===== config.mk =====
export PLATFORM = sky130hd
export DESIGN_NAME = irq_cause_ctrl
export DESIGN_NICKNAME = d
export VERILOG_FILES = /design/src/rtl/irq_ctrl_pkg.sv /design/src/rtl/irq_acc_decode.sv /design/src/rtl/irq_pend_counter.sv /design/src/rtl/irq_cause_reg.sv /design/src/rtl/irq_mask_reg.sv /design/src/rtl/irq_cause_ctrl.sv
export SDC_FILE = /design/constraint.sdc
export NUM_CORES = 1
export LEC_CHECK = 0
export ABC_CLOCK_PERIOD_IN_PS = 5500
export BUFFER_PORTS_ARGS = -buffer_cell sky130_fd_sc_hd__buf_2
export CAP_MARGIN = 0
export CORE_ASPECT_RATIO = 1.25
export CORE_MARGIN = 5
export CORE_UTILIZATION = 51
export DETAILED_ROUTE_END_ITERATION = 12
export PLACE_DENSITY = 0.82
export SLEW_MARGIN = 10
export SYNTH_ARGS = -nofsm -noshare
export SYNTH_HDL_FRONTEND = slang
export SYNTH_SLANG_ARGS = --single-unit

===== constraint.sdc =====
create_clock -name clk -period 5.5 [get_ports clk]
set_input_delay 0.275 -clock clk [delete_from_list [all_inputs] [get_ports clk]]
set_output_delay 0.275 -clock clk [all_outputs]
set_load 0.03 [all_outputs]

===== src/rtl/irq_ctrl_pkg.sv =====
// Shared constants for the interrupt cause/mask controller.
// Assumes byte offsets narrower than 12 bits are zero-extended by the host.
package irq_ctrl_pkg;
    localparam int OFFSET_W = 12;
    localparam logic [OFFSET_W-1:0] OFF_CAUSE_RC  = 12'h0C0;
    localparam logic [OFFSET_W-1:0] OFF_CAUSE_SET = 12'h0C8;
    localparam logic [OFFSET_W-1:0] OFF_MASK_SET  = 12'h0D0;
    localparam logic [OFFSET_W-1:0] OFF_MASK_CLR  = 12'h0D8;

    // Cause bit positions fixed by the host driver
    localparam int BIT_TX_WB     = 0;
    localparam int BIT_TX_EMPTY  = 1;
    localparam int BIT_RX_OVR    = 6;
    localparam int BIT_RX_TIMER  = 7;
    localparam int BIT_MGMT_DONE = 9;

    typedef struct packed {
        logic cause_rd;
        logic cause_set;
        logic mask_set;
        logic mask_clr;
        logic mask_rd;
    } acc_dec_t;
endpackage


===== src/rtl/irq_acc_decode.sv =====
// Decodes one host access into per-register strobes.
// Assumes at most one access per cycle; unmapped offsets yield no strobe.
module irq_acc_decode
    import irq_ctrl_pkg::*;
(
    input  logic                valid,
    input  logic                write,
    input  logic [OFFSET_W-1:0] offset,
    output acc_dec_t            dec
);
    // Purpose: match offset and direction to a strobe
    always_comb begin
        dec           = '0;
        dec.cause_rd  = valid && !write && (offset == OFF_CAUSE_RC);
        dec.cause_set = valid &&  write && (offset == OFF_CAUSE_SET);
        dec.mask_set  = valid &&  write && (offset == OFF_MASK_SET);
        dec.mask_clr  = valid &&  write && (offset == OFF_MASK_CLR);
        dec.mask_rd   = valid && !write && (offset == OFF_MASK_SET);
    end
endmodule


===== src/rtl/irq_pend_counter.sv =====
// Saturating count of receive completions not yet reported to the host.
// Assumes dec_req is the clearing-read strobe; it only counts down from nonzero.
module irq_pend_counter #(
    parameter int CNT_W = 4
) (
    input  logic clk,
    input  logic rst_n,
    input  logic inc,
    input  logic dec_req,
    output logic nonzero
);
    localparam logic [CNT_W-1:0] CNT_MAX = {CNT_W{1'b1}};

    logic [CNT_W-1:0] cnt_q;
    logic             dec;

    assign nonzero = (cnt_q != '0);
    assign dec     = dec_req && nonzero;

    // Purpose: count up on completions, down on re-arming reads, saturate at max
    always_ff @(posedge clk) begin
        if (!rst_n)
            cnt_q <= '0;
        else if (inc && !dec && cnt_q != CNT_MAX)
            cnt_q <= cnt_q + 1'b1;
        else if (dec && !inc)
            cnt_q <= cnt_q - 1'b1;
    end

    AST_CNT_SATURATES: assert property (@(posedge clk) disable iff (!rst_n)
        (cnt_q == CNT_MAX && inc && !dec) |=> (cnt_q == CNT_MAX));
    AST_CNT_DRAINS: assert property (@(posedge clk) disable iff (!rst_n)
        (dec && !inc) |=> (cnt_q == $past(cnt_q) - 1'b1));
endmodule


===== src/rtl/irq_cause_reg.sv =====
// Cause register: set by hardware pulses and host writes, cleared by a read.
// Assumes set sources win over the clear so that no event is lost.
module irq_cause_reg #(
    parameter int DATA_W  = 32,
    parameter int REARM_B = 7
) (
    input  logic              clk,
    input  logic              rst_n,
    input  logic              clr,
    input  logic [DATA_W-1:0] host_set,
    input  logic [DATA_W-1:0] hw_set,
    input  logic              rx_done,
    input  logic              rearm,
    output logic [DATA_W-1:0] cause_q
);
    localparam logic [DATA_W-1:0] REARM_MASK = DATA_W'(1) << REARM_B;

    logic [DATA_W-1:0] keep;
    logic [DATA_W-1:0] sets;

    // Purpose: form retained bits and all new set sources
    always_comb begin
        keep = clr ? '0 : cause_q;
        sets = host_set | hw_set;
        if (rx_done)
            sets = sets | REARM_MASK;
        if (clr && rearm)
            sets = sets | REARM_MASK;
    end

    // Purpose: register the cause vector
    always_ff @(posedge clk) begin
        if (!rst_n)
            cause_q <= '0;
        else
            cause_q <= keep | sets;
    end

    AST_CLEAR_ON_READ: assert property (@(posedge clk) disable iff (!rst_n)
        (clr && !rearm && !rx_done && host_set == '0 && hw_set == '0)
        |=> (cause_q == '0));
    AST_HOST_SET_STICKS: assert property (@(posedge clk) disable iff (!rst_n)
        (host_set != '0) |=> ((cause_q & $past(host_set)) == $past(host_set)));
    AST_EVENT_KEPT: assert property (@(posedge clk) disable iff (!rst_n)
        (hw_set != '0) |=> ((cause_q & $past(hw_set)) == $past(hw_set)));
    AST_REARM_RX: assert property (@(posedge clk) disable iff (!rst_n)
        (clr && rearm) |=> cause_q[REARM_B]);
endmodule


===== src/rtl/irq_mask_reg.sv =====
// Mask register with separate set and clear write ports.
// Assumes set and clear never strobe in the same cycle (one access per cycle).
module irq_mask_reg #(
    parameter int DATA_W = 32
) (
    input  logic              clk,
    input  logic              rst_n,
    input  logic              set_en,
    input  logic              clr_en,
    input  logic [DATA_W-1:0] wdata,
    output logic [DATA_W-1:0] mask_q
);
    // Purpose: apply OR-set or AND-NOT-clear to the mask
    always_ff @(posedge clk) begin
        if (!rst_n)
            mask_q <= '0;
        else if (set_en)
            mask_q <= mask_q | wdata;
        else if (clr_en)
            mask_q <= mask_q & ~wdata;
    end

    AST_MASK_SET: assert property (@(posedge clk) disable iff (!rst_n)
        set_en |=> ((mask_q & $past(wdata)) == $past(wdata)));
    AST_MASK_CLR: assert property (@(posedge clk) disable iff (!rst_n)
        clr_en |=> ((mask_q & $past(wdata)) == '0));
    AST_MASK_HOLD: assert property (@(posedge clk) disable iff (!rst_n)
        (!set_en && !clr_en) |=> $stable(mask_q));
endmodule


===== src/rtl/irq_cause_ctrl.sv =====
// Top of the interrupt cause/mask controller: decode, cause, mask, pending
// counter, read mux and level interrupt. Assumes single-cycle host accesses.
module irq_cause_ctrl
    import irq_ctrl_pkg::*;
#(
    parameter int DATA_W = 32,
    parameter int CNT_W  = 4
) (
    input  logic                clk,
    input  logic                rst_n,
    input  logic                host_valid,
    input  logic                host_write,
    input  logic [OFFSET_W-1:0] host_offset,
    input  logic [DATA_W-1:0]   host_wdata,
    output logic [DATA_W-1:0]   host_rdata,
    input  logic [DATA_W-1:0]   hw_event_i,
    input  logic                rx_done_i,
    output logic                irq_o
);
    acc_dec_t          dec;
    logic              pend_nz;
    logic [DATA_W-1:0] cause_q;
    logic [DATA_W-1:0] mask_q;
    logic [DATA_W-1:0] host_set;

    irq_acc_decode i_decode (
        .valid  (host_valid),
        .write  (host_write),
        .offset (host_offset),
        .dec    (dec)
    );

    assign host_set = dec.cause_set ? host_wdata : '0;

    irq_pend_counter #(.CNT_W(CNT_W)) i_pend (
        .clk     (clk),
        .rst_n   (rst_n),
        .inc     (rx_done_i),
        .dec_req (dec.cause_rd),
        .nonzero (pend_nz)
    );

    irq_cause_reg #(.DATA_W(DATA_W), .REARM_B(BIT_RX_TIMER)) i_cause (
        .clk      (clk),
        .rst_n    (rst_n),
        .clr      (dec.cause_rd),
        .host_set (host_set),
        .hw_set   (hw_event_i),
        .rx_done  (rx_done_i),
        .rearm    (pend_nz),
        .cause_q  (cause_q)
    );

    irq_mask_reg #(.DATA_W(DATA_W)) i_mask (
        .clk    (clk),
        .rst_n  (rst_n),
        .set_en (dec.mask_set),
        .clr_en (dec.mask_clr),
        .wdata  (host_wdata),
        .mask_q (mask_q)
    );

    // Purpose: return the addressed register on a read, zero otherwise
    always_comb begin
        host_rdata = '0;
        if (dec.cause_rd)
            host_rdata = cause_q;
        else if (dec.mask_rd)
            host_rdata = mask_q;
    end

    assign irq_o = |(cause_q & mask_q);

    AST_IRQ_NEEDS_MASK: assert property (@(posedge clk) disable iff (!rst_n)
        (mask_q == '0) |-> !irq_o);
    AST_RESET_QUIET: assert property (@(posedge clk)
        $past(!rst_n) |-> (cause_q == '0 && mask_q == '0 && !irq_o));
endmodule


# Word-level counts from Yosys, hierarchy flattened
# Index checks and enable logic that the tools add are counted.
word_totals:
  output_inout_bits: 33
  inputBits: 81
  reg_bits: 68
op_classes:
  eq_ne: 5
  mux: 10
  n_bitwise: 6
  reduce_logical: 18
  n_addsub: 2
op_table:
  columns: ["operator", "count"]
  rows:
  - ["two-way mux 32 bit", 6]
  - ["bitwise OR 32 bit", 3]
  - ["bitwise AND 32 bit", 2]
  - ["== test 12 x 8 -> 1 bit, second input constant", 4]
  - ["inverter 32 bit", 1]
  - ["OR reduction 32 bit", 1]
  - ["two-way mux 8 bit", 2]
  - ["logical AND 1 bit", 11]
  - ["two-way mux 4 bit", 2]
  - ["adder 4 x 1 -> 4 bit, second input constant", 1]
  - ["inequality test 4 bit, second input constant", 1]
  - ["nonzero test 2 bit", 2]
  - ["nonzero test 4 bit", 1]
  - ["subtractor 4 x 1 -> 4 bit, second input constant", 1]
  - ["logical NOT 1 bit", 3]

# Logic depth before layout (Yosys ltp)
logic_depth:
  word_depth: 8
  ltp_mapped: 11

# By module
# A second synthesis with hierarchy kept.
unflattened:
  hier_cells: 399
  area_unflattened_um2: 3681.0
by_module_without_submodules:
  columns: ["module", "seq_area_each_um2", "cells_each", "instances", "area_each_um2"]
  rows:
  - ["irq_mask_reg", 640.6, 141, 1, 1346.3]
  - ["irq_cause_reg", 640.6, 103, 1, 1177.4]
  - ["irq_cause_ctrl", 0.0, 100, 1, 694.4]
  - ["irq_pend_counter", 80.1, 43, 1, 372.9]
  - ["irq_acc_decode", 0.0, 12, 1, 90.1]

# Least setup slack after synthesis
# OpenSTA, ideal clock, no wires.
synth_timing:
  path_kind: "input to register"
  startpoint: "in host_offset[2]"
  endpoint: "reg i_pend.cnt_q[3]"
  setup_time_ns: 0.115
  path_stages: 10
  path_slack_ns: 2.604
  required_time_ns: 5.385
  t_arrival_ns: 2.781
  n_path_buf: 0
  cell_sequence: "or4b_4 -> nor4_4 -> o21ai_1 -> nand2_1 -> ha_1 -> a21o_1 -> a21oi_1 -> or3b_1 -> and3_1 -> o21a_1"
synth_via:
  elab_chain_cells: 7
  elab_cells_between_ends: 9
synth_lines:
  columns: ["element", "line_no", "text"]
  rows:
  - ["start: declaration", "irq_cause_ctrl.sv:13", "input logic [OFFSET_W-1:0] host_offset,"]
  - ["== test 12 x 8 -> 1 bit *", "irq_acc_decode.sv:14", "dec.cause_rd = valid && !write && (offset == OFF_CAUSE_RC);"]
  - ["logical AND 1 bit *", "irq_acc_decode.sv:14", null]
  - ["logical AND 1 bit *", "irq_pend_counter.sv:18", "assign dec = dec_req && nonzero;"]
  - ["logical NOT 1 bit", "irq_pend_counter.sv:24", "else if (inc && !dec && cnt_q != CNT_MAX)"]
  - ["logical AND 1 bit (2 in series)", "irq_pend_counter.sv:24", null]
  - ["two-way mux 4 bit / nonzero test 2 bit (equally long branches)", null, null]
  - ["end signal: assignment", "irq_pend_counter.sv:25", "cnt_q <= cnt_q + 1'b1;"]
  - ["end signal: assignment", "irq_pend_counter.sv:27", "cnt_q <= cnt_q - 1'b1;"]
  - ["end: declaration", "irq_pend_counter.sv:14", "logic [CNT_W-1:0] cnt_q;"]
# Mark *: on every way between the ends. The rest lies on a longest branch, timed or not.
# A chain may end at the register's enable or synchronous reset.

# Worst setup path after layout
# Same ends and word-level chain as after synthesis.

==> flow_summary.yaml <==
route:
  dr.pass1.iters: 5
  drt-vias-per-instance: 6.121
  vias: 3342
  drc: 0
  dr_wl_met2_um: 4668
  wl_um: 9519
  wl_per_cell_um: 17.43
  drtIter0Drc: 304
  wl_met3_um: 718
  drt-met1-wl_um: 3853
  ant_nets: 0
  highest_layer: "met4"
worst_setup_path:
  reg2reg_setup_slack_ns: 2.82
  required_ns: 5.73
  cp_cell_sequence: "buf_2, or4b_4, nor4_4, buf_4, o21ai_1, nand2_1, ha_1, a21o_1, a21oi_1, or3b_1, and3_1, o21a_1"
  crit_path_max_incr_delay_ns: 0.58
  arrival_ns: 3.32
  critPathCaptureType: "register"
  r2r_end: "i_pend.cnt_q[3]"
  cp-endpoint: "i_pend.cnt_q[3]"
  r2r-start: "i_pend.cnt_q[1]"
  crit_buf_inv: 2
  cp_top_family: "simple AND/OR/NAND/NOR gates"
  start_kind: "input port"
  crit_slowest_cell: "or4b_4"
  path_depth: 12
  cp-startpoint: "host_offset[2]"
  criticalPathCategory: "in -> reg"
  crit_fanout: 34
  reg2regPathDepth: 9
timing:
  setup_tns_ns: 0
  post-route-min-period_ns: 3.084
  finalMaxSlewViolations: 0
  grt_setup_unrepaired: "false"
  maxSlewHeadroom_pct: 25.59
  final.setup.worst_slack_ns: 2.416
  clock_skew_ns: 0.0004002
  worst_pin_slew_ns: 1.115
  setup_viol: 0
  max_clock_freq_ghz: 0.3243
  hold_viol_final: 0
  min_period_over_period_pct: 56.07
synth:
  synth.most_common_cell: "dfxtp_1"
  ys.flop_type: "dfxtp_1"
  ys_ff_latch: 68
  ys_top_cells_by_area: "dfxtp_1, a22oi_1, a22o_1, a221oi_1, nor2_1"
  synth_cells: 354
  yosysUniqueCellTypes: 39
  yosysWarningCount: 0
  post-synth-top-area-fraction_pct: 43.19
  syn_area_um2: 3152
  synth_commonest_cells: "dfxtp_1, nor2_1, a22oi_1"
  synth_enable_flop_cells: 0
  synth_nets: 438
  ys_seq_area_share_pct: 43.19
  yosysTopAreaCell: "dfxtp_1"
  syn_area_per_cell_um2: 8.903
  synthArstFlopShare_pct: 0
die:
  die_y_um: 97.89
  core_area_um2: 6086
  initial_core_util_pct: 51.79
  die_area_um2: 7862
  io_pins: 114
  rows: 32
  die_x_um: 80.32
placement:
  gp_congestion: 0.8012
  portBuffers: 113
  pre_cts_slack_ns: 2.089
  place_area_um2: 3766
  hpwl_um: 6523
cells_and_area:
  drive_above_1_share_pct: 31.02
  postLayoutCoreUtil_pct: 65.01
  fillCellCount: 563
  antenna_cells: 0
  stdcell_area_um2: 3956
  area_growth_pct: 25.53
  nNetsFinal: 541
clocking:
  hold_buffers: 0
  post_cts_buffers: 0
  clock_sinks: 68
  clk_path_buf_depth: 2
  cts_max_level: 3
  clk-insertion-delay-late_ns: 0.34
  clk_pin_slew_ns: 0.07
  cts_tree: "built"
  numCtsBuffers: 9
  cts_resized: 0
  root_buffer: "clkbuf_8"
min_path:
  worstHoldPathType: "in -> reg"
power_and_ir_drop:
  power_density_nw_per_um2: 256.3
  p_leak_uw: 0.001691
  ir_drop_mv: 0.1864
global_route:
  antenna_found_initial: 0
  grtUsageTotal_pct: 24.43
  grt_max_degree: 67
  grt_pass1_vias: 3163
  grt_first_pass_wirelength_um: 15140
  grt_overflow: 0
status:
  outcome: "finished, final reports clean"
job:
  maxCapViolCount: 0
how the worst min path moves through the flow:
stage                     slack [ns]                   to      startpoint  depth (start not counted)
final                           0.15  i_cause.cause_q[31]  hw_event_i[31]                          3
after detailed placement        0.49  i_cause.cause_q[29]  hw_event_i[29]                          3
after global placement          0.49  i_cause.cause_q[29]  hw_event_i[29]                          3
after global routing            0.14  i_cause.cause_q[31]  hw_event_i[31]                          3
after floorplan                 0.39      i_pend.cnt_q[3]           rst_n                          1
after CTS                       0.14  i_cause.cause_q[29]  hw_event_i[29]                          3
worst min-delay path, delay by kind of cell:
| kind | cells | cell delay, ns |
|---|---|---|
| AO/OA/AOI/OAI | 1 | 0.04 |
| AND/OR/NAND/NOR | 1 | 0.07 |
| buffers and inverters | 1 | 0.07 |
metal layers:
metal	up-vias	track usage, %
li1	1562	-
met1	1581	31.16
met2	173	38.84
met3	26	5.074
met4	0	11.96
met5	-	0
cells in the final DEF (no fill, tap or decap), types with 2 or more instances in the layout:
cell type	Yosys	routed
nor2_1	66	66
a22oi_1	44	44
nand3_1	6	6
dfxtp_1	68	68
and3_1	2	2
a221oi_1	33	33
buf_2	12	113
a22o_1	34	34
clkbuf_8	0	13
o21ai_1	2	2
or3_1	2	2
a21oi_1	2	2
nand2_1	39	38
nor4_4	2	2
ha_1	2	2
nand4_1	2	2
buf_4	0	5
kinds of logic (layout without fill, tap and decap cells):
family / count (synthesis) / in the layout / synth area share [%]
flops: 68 / 68 / 43.19
xor+xnor: 2 / 2 / 0.5559
buf+inv: 27 / 134 / 3.692
fa+ha+maj: 3 / 3 / 1.429
simple gates: 131 / 131 / 19.25
compound gates: 123 / 123 / 31.88
through the flow:
stage                     total power (uW)  hold slack [ns]  instances
after floorplan                      581.1           0.3925        354
after global placement               627.0           0.4870        531
after detailed placement             631.6           0.4948        531
after CTS                             1016           0.1380        546
after global routing                  1056           0.1385        546
final                                 1014           0.1451        546
final cells by class:
type,instances,area (um^2),area share [%]
multi-input cells,259,1694,42.82
flip-flops and latches,68,1361,34.41
repair buffers,118,603.1,15.24
clock buffers,14,182.7,4.617
well taps,85,106.4,2.688
clock inverters,1,5.005,0.1265
inverters,1,3.754,0.09488
where the power goes:
part           internal [uW]  switching (uW)
combinational           44.9            45.5
clock                    210             182
sequential               513            18.3
total                    768             246
Power figures use the tool's default switching activity.
